## src/rtl/spi_ctl_pkg.sv

```systemverilog
// Package: shared register addresses, control layout and the serial clock
// divisor lookup for the serial port controller.
package spi_ctl_pkg;

    localparam logic [1:0] ADDR_CTRL = 2'd0;
    localparam logic [1:0] ADDR_STAT = 2'd1;
    localparam logic [1:0] ADDR_DATA = 2'd2;

    // Control register layout, bit 7 down to bit 0.
    typedef struct packed {
        logic       irq_en;
        logic       enable;
        logic [2:0] spare;
        logic       master;
        logic [1:0] rate;
    } ctrl_t;

    // System clocks per serial clock period for a {double speed, rate} code.
    function automatic logic [7:0] sck_divisor(input logic dbl, input logic [1:0] rate);
        case ({dbl, rate})
            3'b000:  return 8'd4;
            3'b001:  return 8'd16;
            3'b010:  return 8'd64;
            3'b011:  return 8'd128;
            3'b100:  return 8'd2;
            3'b101:  return 8'd8;
            3'b110:  return 8'd32;
            default: return 8'd64;
        endcase
    endfunction

endpackage

```

## src/rtl/spi_sync.sv

```systemverilog
// Module: multi-bit input synchroniser. Each bit passes through STAGES flops.
// Assumes the bits are independent levels (no bus coherence is needed).
module spi_sync #(
    parameter int             W       = 1,
    parameter int             STAGES  = 2,
    parameter logic [W-1:0]   RST_VAL = '0
) (
    input  logic         clk,
    input  logic         rst_n,
    input  logic [W-1:0] d,
    output logic [W-1:0] q
);
    logic [STAGES-1:0][W-1:0] chain;

    // Shift the asynchronous inputs through the flop chain.
    always_ff @(posedge clk) begin
        if (!rst_n) chain <= {STAGES{RST_VAL}};
        else        chain <= {chain[STAGES-2:0], d};
    end

    assign q = chain[STAGES-1];
endmodule

```

## src/rtl/spi_rate_gen.sv

```systemverilog
// Module: serial clock half-period timer. While run is high it pulses tick
// once every D/2 system clocks, where D comes from the divisor lookup.
// Assumes the rate inputs are held stable during a frame.
module spi_rate_gen #(
    parameter int DIV_W = 8
) (
    input  logic       clk,
    input  logic       rst_n,
    input  logic       run,
    input  logic       dbl,
    input  logic [1:0] rate,
    output logic       tick
);
    import spi_ctl_pkg::*;

    localparam int HALF_W = DIV_W - 1;

    logic [HALF_W-1:0] cnt;
    logic [HALF_W-1:0] half;

    assign half = HALF_W'(sck_divisor(dbl, rate) >> 1);
    assign tick = run && (cnt == half - HALF_W'(1));

    // Count system clocks within one half period of the serial clock.
    always_ff @(posedge clk) begin
        if (!rst_n || !run) cnt <= '0;
        else if (tick)      cnt <= '0;
        else                cnt <= cnt + HALF_W'(1);
    end
endmodule

```

## src/rtl/spi_shifter.sv

```systemverilog
// Module: frame shift engine. In master mode it toggles the serial clock on
// each tick, samples on rising and shifts on falling edges (mode 0). In slave
// mode it follows synchronised external clock edges. Frames are MSB first.
// Assumes the slave clock and data inputs are already synchronised.
module spi_shifter #(
    parameter int FRAME_W = 8
) (
    input  logic               clk,
    input  logic               rst_n,
    input  logic               en,
    input  logic               master,
    input  logic               start_load,
    input  logic [FRAME_W-1:0] load_data,
    input  logic               tick,
    input  logic               abort,
    input  logic               miso_i,
    input  logic               slv_sel,
    input  logic               slv_sck,
    input  logic               slv_mosi,
    output logic               busy,
    output logic               mst_run,
    output logic               done,
    output logic [FRAME_W-1:0] rx_data,
    output logic               sck_o,
    output logic               sdo
);
    localparam int                 CNT_W = $clog2(FRAME_W) + 1;
    localparam logic [CNT_W-1:0]   LAST  = CNT_W'(FRAME_W - 1);

    logic               busy_q, mst_q, sck_q, rx_bit, slv_sck_d;
    logic [FRAME_W-1:0] shreg, rxbuf;
    logic [CNT_W-1:0]   bitcnt;
    logic               slv_active, slv_rise, slv_fall;
    logic               m_rise, m_fall, sample_edge, shift_edge, last;

    assign slv_active  = slv_sel && !mst_q;
    assign slv_rise    = slv_active && slv_sck && !slv_sck_d;
    assign slv_fall    = slv_active && !slv_sck && slv_sck_d;
    assign m_rise      = busy_q && mst_q && tick && !sck_q;
    assign m_fall      = busy_q && mst_q && tick && sck_q;
    assign sample_edge = m_rise || slv_rise;
    assign shift_edge  = m_fall || slv_fall;
    assign last        = shift_edge && (bitcnt == LAST) && !abort;

    // Frame sequencing: load, clock generation, sampling, shifting, abort.
    always_ff @(posedge clk) begin
        if (!rst_n) begin
            busy_q    <= 1'b0;
            mst_q     <= 1'b0;
            sck_q     <= 1'b0;
            rx_bit    <= 1'b0;
            slv_sck_d <= 1'b0;
            shreg     <= '0;
            rxbuf     <= '0;
            bitcnt    <= '0;
        end else begin
            slv_sck_d <= slv_sck;
            if (abort) begin
                busy_q <= 1'b0;
                mst_q  <= 1'b0;
                sck_q  <= 1'b0;
                bitcnt <= '0;
            end else if (start_load && !busy_q) begin
                shreg  <= load_data;
                bitcnt <= '0;
                if (en && master) begin
                    busy_q <= 1'b1;
                    mst_q  <= 1'b1;
                    sck_q  <= 1'b0;
                end
            end else begin
                if (m_rise) sck_q <= 1'b1;
                if (m_fall) sck_q <= 1'b0;
                if (sample_edge) begin
                    rx_bit <= mst_q ? miso_i : slv_mosi;
                    if (!mst_q) busy_q <= 1'b1;
                end
                if (shift_edge) begin
                    shreg <= {shreg[FRAME_W-2:0], rx_bit};
                    if (last) begin
                        bitcnt <= '0;
                        busy_q <= 1'b0;
                        mst_q  <= 1'b0;
                        rxbuf  <= {shreg[FRAME_W-2:0], rx_bit};
                    end else begin
                        bitcnt <= bitcnt + CNT_W'(1);
                    end
                end
                if (!mst_q && !slv_sel) begin
                    busy_q <= 1'b0;
                    bitcnt <= '0;
                end
            end
        end
    end

    assign busy    = busy_q;
    assign mst_run = busy_q && mst_q;
    assign done    = last;
    assign rx_data = rxbuf;
    assign sck_o   = sck_q;
    assign sdo     = shreg[FRAME_W-1];
endmodule

```

## src/rtl/spi_flags.sv

```systemverilog
// Module: status flag sequencer. Holds the transfer-done and collision flags,
// the arming state of the read-then-access clear sequence, and the interrupt.
// Assumes a status read and a data access never occur in the same cycle.
module spi_flags (
    input  logic clk,
    input  logic rst_n,
    input  logic set_done,
    input  logic set_fault,
    input  logic collide,
    input  logic stat_rd,
    input  logic data_acc,
    input  logic ack,
    input  logic irq_en,
    input  logic gie,
    output logic spif,
    output logic wcol,
    output logic irq
);
    logic spif_q, wcol_q, arm_s, arm_w, spif_evt;

    assign spif_evt = set_done || set_fault;

    // Arm each flag's clear when a status read sees it; new events disarm.
    always_ff @(posedge clk) begin
        if (!rst_n) begin
            arm_s <= 1'b0;
            arm_w <= 1'b0;
        end else if (stat_rd) begin
            arm_s <= spif_q && !spif_evt;
            arm_w <= wcol_q && !collide;
        end else begin
            if (data_acc || spif_evt) arm_s <= 1'b0;
            if (data_acc || collide)  arm_w <= 1'b0;
        end
    end

    // Set and clear the flags; a set event always wins over a clear.
    always_ff @(posedge clk) begin
        if (!rst_n) begin
            spif_q <= 1'b0;
            wcol_q <= 1'b0;
        end else begin
            if (spif_evt)                spif_q <= 1'b1;
            else if (ack)                spif_q <= 1'b0;
            else if (data_acc && arm_s)  spif_q <= 1'b0;
            if (collide)                 wcol_q <= 1'b1;
            else if (data_acc && arm_w)  wcol_q <= 1'b0;
        end
    end

    assign spif = spif_q;
    assign wcol = wcol_q;
    assign irq  = spif_q && irq_en && gie;
endmodule

```

## src/rtl/serial_port_ctl.sv

```systemverilog
// Module: serial port controller top. Decodes the register bus, holds the
// control and double-speed bits, detects mode faults on the select input and
// ties the rate timer, shift engine and flag sequencer together.
// Assumes single-cycle read and write strobes on the register bus.
module serial_port_ctl #(
    parameter int SYNC_STAGES = 2,
    parameter int DIV_W       = 8
) (
    input  logic       clk,
    input  logic       rst_n,
    input  logic [1:0] reg_addr,
    input  logic       reg_wr,
    input  logic       reg_rd,
    input  logic [7:0] reg_wdata,
    output logic [7:0] reg_rdata,
    input  logic       gie_i,
    input  logic       irq_ack_i,
    output logic       irq_o,
    output logic       sck_o,
    output logic       mosi_o,
    input  logic       miso_i,
    input  logic       sck_i,
    input  logic       mosi_i,
    output logic       miso_o,
    input  logic       ss_n_i
);
    import spi_ctl_pkg::*;

    localparam int REG_W = $bits(ctrl_t);

    ctrl_t            ctrl_q;
    logic             dbl_q;
    logic             ss_s, sck_s, mosi_s;
    logic             wr_ctrl, wr_stat, wr_data, stat_rd, data_acc;
    logic             master_w, fault_w, busy_w, mst_run_w, done_w, tick_w;
    logic             spif_w, wcol_w, sdo_w, slv_sel_w;
    logic [REG_W-1:0] rx_w;

    spi_sync #(.W(3), .STAGES(SYNC_STAGES), .RST_VAL(3'b100)) u_sync (
        .clk(clk), .rst_n(rst_n),
        .d({ss_n_i, sck_i, mosi_i}),
        .q({ss_s, sck_s, mosi_s})
    );

    assign wr_ctrl   = reg_wr && (reg_addr == ADDR_CTRL);
    assign wr_stat   = reg_wr && (reg_addr == ADDR_STAT);
    assign wr_data   = reg_wr && (reg_addr == ADDR_DATA);
    assign stat_rd   = reg_rd && (reg_addr == ADDR_STAT);
    assign data_acc  = (reg_wr || reg_rd) && (reg_addr == ADDR_DATA);
    assign master_w  = ctrl_q.master;
    assign fault_w   = ctrl_q.enable && master_w && !ss_s;
    assign slv_sel_w = ctrl_q.enable && !master_w && !ss_s;

    // Control register; a mode fault forces the master bit low.
    always_ff @(posedge clk) begin
        if (!rst_n) begin
            ctrl_q <= '0;
        end else begin
            if (wr_ctrl) ctrl_q <= ctrl_t'(reg_wdata);
            if (fault_w) ctrl_q.master <= 1'b0;
        end
    end

    // Double-speed bit, the only writable status bit.
    always_ff @(posedge clk) begin
        if (!rst_n)       dbl_q <= 1'b0;
        else if (wr_stat) dbl_q <= reg_wdata[0];
    end

    spi_rate_gen #(.DIV_W(DIV_W)) u_rate (
        .clk(clk), .rst_n(rst_n), .run(mst_run_w),
        .dbl(dbl_q), .rate(ctrl_q.rate), .tick(tick_w)
    );

    spi_shifter #(.FRAME_W(REG_W)) u_shift (
        .clk(clk), .rst_n(rst_n), .en(ctrl_q.enable), .master(master_w),
        .start_load(wr_data), .load_data(reg_wdata), .tick(tick_w),
        .abort(fault_w), .miso_i(miso_i), .slv_sel(slv_sel_w),
        .slv_sck(sck_s), .slv_mosi(mosi_s), .busy(busy_w),
        .mst_run(mst_run_w), .done(done_w), .rx_data(rx_w),
        .sck_o(sck_o), .sdo(sdo_w)
    );

    spi_flags u_flags (
        .clk(clk), .rst_n(rst_n), .set_done(done_w), .set_fault(fault_w),
        .collide(wr_data && busy_w), .stat_rd(stat_rd), .data_acc(data_acc),
        .ack(irq_ack_i), .irq_en(ctrl_q.irq_en), .gie(gie_i),
        .spif(spif_w), .wcol(wcol_w), .irq(irq_o)
    );

    assign mosi_o = sdo_w;
    assign miso_o = sdo_w;

    // Read data multiplexer.
    always_comb begin
        case (reg_addr)
            ADDR_CTRL: reg_rdata = ctrl_q;
            ADDR_STAT: reg_rdata = {spif_w, wcol_w, 5'b0, dbl_q};
            ADDR_DATA: reg_rdata = rx_w;
            default:   reg_rdata = '0;
        endcase
    end
endmodule

```

## config.mk

```make
export PLATFORM = sky130hd
export DESIGN_NAME = serial_port_ctl
export DESIGN_NICKNAME = d
export VERILOG_FILES = /design/src/rtl/spi_ctl_pkg.sv /design/src/rtl/spi_sync.sv /design/src/rtl/spi_rate_gen.sv /design/src/rtl/spi_shifter.sv /design/src/rtl/spi_flags.sv /design/src/rtl/serial_port_ctl.sv
export SDC_FILE = /design/constraint.sdc
export NUM_CORES = 1
export LEC_CHECK = 0
export ABC_AREA = 0
export CAP_MARGIN = 0
export CELL_PAD_IN_SITES_DETAIL_PLACEMENT = 0
export CELL_PAD_IN_SITES_GLOBAL_PLACEMENT = 1
export CORE_MARGIN = 2
export CORE_UTILIZATION = 51
export CTS_BUF_LIST = sky130_fd_sc_hd__clkbuf_16
export CTS_CLUSTER_DIAMETER = 60
export DETAILED_ROUTE_END_ITERATION = 8
export DONT_BUFFER_PORTS = 1
export PLACE_DENSITY = 0.83
export SYNTH_ARGS = -nofsm -noshare
export SYNTH_HDL_FRONTEND = slang
export SYNTH_SLANG_ARGS = --single-unit
```

## constraint.sdc

```tcl
create_clock -name clk -period 2.91 [get_ports clk]
set_input_delay 0 -clock clk [delete_from_list [all_inputs] [get_ports clk]]
set_output_delay 0 -clock clk [all_outputs]
set_load 0.02 [all_outputs]
```

==> metrics <==
status=completed; Initial Utilization=53.08%; FF+latch count, synth=51; RSZ-0062 raised after global routing=no; Post-Synthesis Cell Area=2524 µm²; pin count of the biggest net entering global routing=45; Port Buf Inserts=0; worst-skew pair later-pin latency=between 200 and 300 ps; Net count, final=316; Hold Crit Class=in2reg; gr ovfl total=0; post-synth top area share=40.46%; min setup slack post-route=920.6 ps; ranking of synthesized cells by area=dfxtp_1 40%, mux2i_1 14%, nand2_1 6.2%, mux2_2 4.0%, nor2_1 3.7%; Syn Nets=303; first-pass GRT wire length=8873 µm; diode count=0; Mean Syn Cell Area=8.981 µm²; worst slew pin tran=around 950 ps; Critical path buffers and inverters=1; Max-Cap Viols=0; most frequent cells in the layout=51 x dfxtp_1, 42 x nand2_1, 36 x mux2i_1; largest area contributor in the netlist=dfxtp_1; crit-path leading delay family=simple AND/OR/NAND/NOR gates; Worst Path Required=3130 ps; clk slew on worst S/H paths=80 ps; Ys Warns=0; Die Y=74.35 µm; Clock Path Buffers=2; Post-synth EDFFs=0; Post-Place Worst Slack=915.4 ps; skew final=7.659 ps; fin crit share=68.37%; Cells after Synth=281; core region area=~4800 µm²; total design power=0.001415 W; CP endpoint kind=flop; I/O pin cnt=32; leakage=1.038 nW; fin. max-slew vios=0; die area=5527 µm²; crit-path cells=nor3b_2 > nand2b_1 > nor3b_4 > nand3_1 > o21ai_1 > buf_4 > mux2i_1; Max Clk Rate=~500 MHz; number of vias per cell=5.362; Crit Path Max Fanout=10; Power per Cell Area=489.3 nW/µm²; # setup viols final=0; Tmin final=1989 ps; Seq/Total Area, Yosys=40.46%; post-placement cell area=2569 µm²; Cell Rows=25; vias in the first global route=1865; initial antenna violation count=0; DR pass1 iterations=4; Crit-path slowest cell=dfxtp_1; Syn-to-layout area delta=14.58%; Critical Path Start Type=flop; CTS tree=built; Final ANT Viol Nets=0; Reg2Reg Setup Slack=920 ps; Final Util=around three fifths; post-CTS setup buffers=0; clock root buffer=clkbuf_16; Distinct cells, synth=41; Post-route DRC=0; Peak VDD IR=around 300 µV; total CTS buffers=5; Slew HR=a little over a third; Setup TNS=0 ps; Die W=74.35 µm; crit path kind=reg2reg; Hold Violations, Final=0; H-tree depth reported by CTS=2; routed vias=1941; gp weighted congestion=around 0.76; Finished Cell Area=2892 µm²; drt total wl=between 5000 and 6000 µm; layout cells sized above 1=between 9 and 10%; Primary FF master, synth=dfxtp_1; wire per inst=~15 µm; Total GRT Usage=21.41%; Iter 0 DRT Violations=83; post-cts repair resize count=0; CTS sink cnt=51; Arrival @ worst endpoint=2210 ps; Final HPWL DP=between 3000 and 4000 µm; Max stage delay on crit path=470 ps; FFs w/ async S/R, synth=0%; most common cell after layout, fill and taps aside=dfxtp_1
==> state kept, by name (all words and copies together) (netlist names), 3 cells and up <==
| register | count |
|---|---|
| u_shift.bitcnt | 4 |
| u_shift.shreg | 8 |
| u_rate.cnt | 7 |
| u_shift.rx_data | 8 |
| ctrl_q | 7 |
| u_sync.q | 3 |
| u_sync.chain | 3 |
==> per-stage QoR <==
stage               cells  hold slack [ps]
finish                362            1.759
global placement      338            78.01
detailed placement    338            81.40
floorplan             281            101.5
CTS                   362            3.253
global route          362            13.99
==> Yosys cell counts (3+ instances only) <==
cell type / n
dfxtp_1: 51
nand2_1: 42
mux2i_1: 36
nor2_1: 25
nand2b_1: 11
nand3_1: 10
nor2b_1: 10
mux2_2: 9
o21ai_0: 8
a21oi_1: 6
clkbuf_1: 6
inv_1: 6
xnor2_1: 6
and2_1: 5
nor3b_1: 5
nand4_1: 4
nor3_1: 4
a21boi_0: 3
o21ai_1: 3
==> worst paths after layout <==
| path | from | end | cells past startpoint |
|---|---|---|---|
| min reg2reg | u_sync.chain[0] | u_sync.q[0] | 1 |
| max reg2reg | ctrl_q[6] | u_shift.rx_data[4] | 7 |
| min | irq_ack_i | u_flags.spif | 3 |
| max | ctrl_q[6] | u_shift.rx_data[4] | 7 |
==> power breakdown <==
part / leakage [nW] / switching, W / total (W) / internal [W]
registers: 0.413 / 0.00000840 / 0.000715 / 0.000707
clock network: 0.0723 / 0.000287 / 0.000616 / 0.000329
logic: 0.553 / 0.0000388 / 0.0000843 / 0.0000455
==> cell type report <==
cell class | instances | area, µm²
well taps | 67 | 83.83
repair buffers | 19 | 192.7
clock buffers | 5 | 125.1
clock inverters | 3 | 27.53
multi-input cells | 211 | 1419
flip-flops and latches | 51 | 1021
fillers | 436 | 1863
inverters | 6 | 22.52
==> per-layer routing <==
metal | vias up | routed length (µm) | track usage, %
met1 | 921 | 2473 | 26.45
met5 | - | 0 | 0
li1 | 984 | - | -
met3 | 7 | 243 | 7.182
met2 | 29 | 2584 | 35.32
met4 | 0 | 80 | 7.143
==> cell families (layout without fill, tap and decap cells) <==
family | Yosys count | after routing | synth area share (%)
muxes | 45 | 45 | 18.29
xor gates and xnor gates | 8 | 8 | 2.777
DFF | 51 | 51 | 40.46
buffers and inverters | 19 | 33 | 3.520
adders and majority gates | 2 | 2 | 0.9914
and+or+nand+nor | 125 | 125 | 25.33
AOI/OAI and AO/OA | 31 | 31 | 8.627
==> worst register-to-register path: stages, from the launching register on <==
cell	delay, ps
dfxtp_1	470
nor3b_2	240
nand2b_1	130
nor3b_4	400
nand3_1	120
o21ai_1	90
buf_4	240
mux2i_1	230
==> timing repair <==
item,in CTS,in global routing
hold endpoints to repair,37,0
hold buffers,16,0
setup endpoints to repair,0,0
Power figures use the tool's default switching activity.
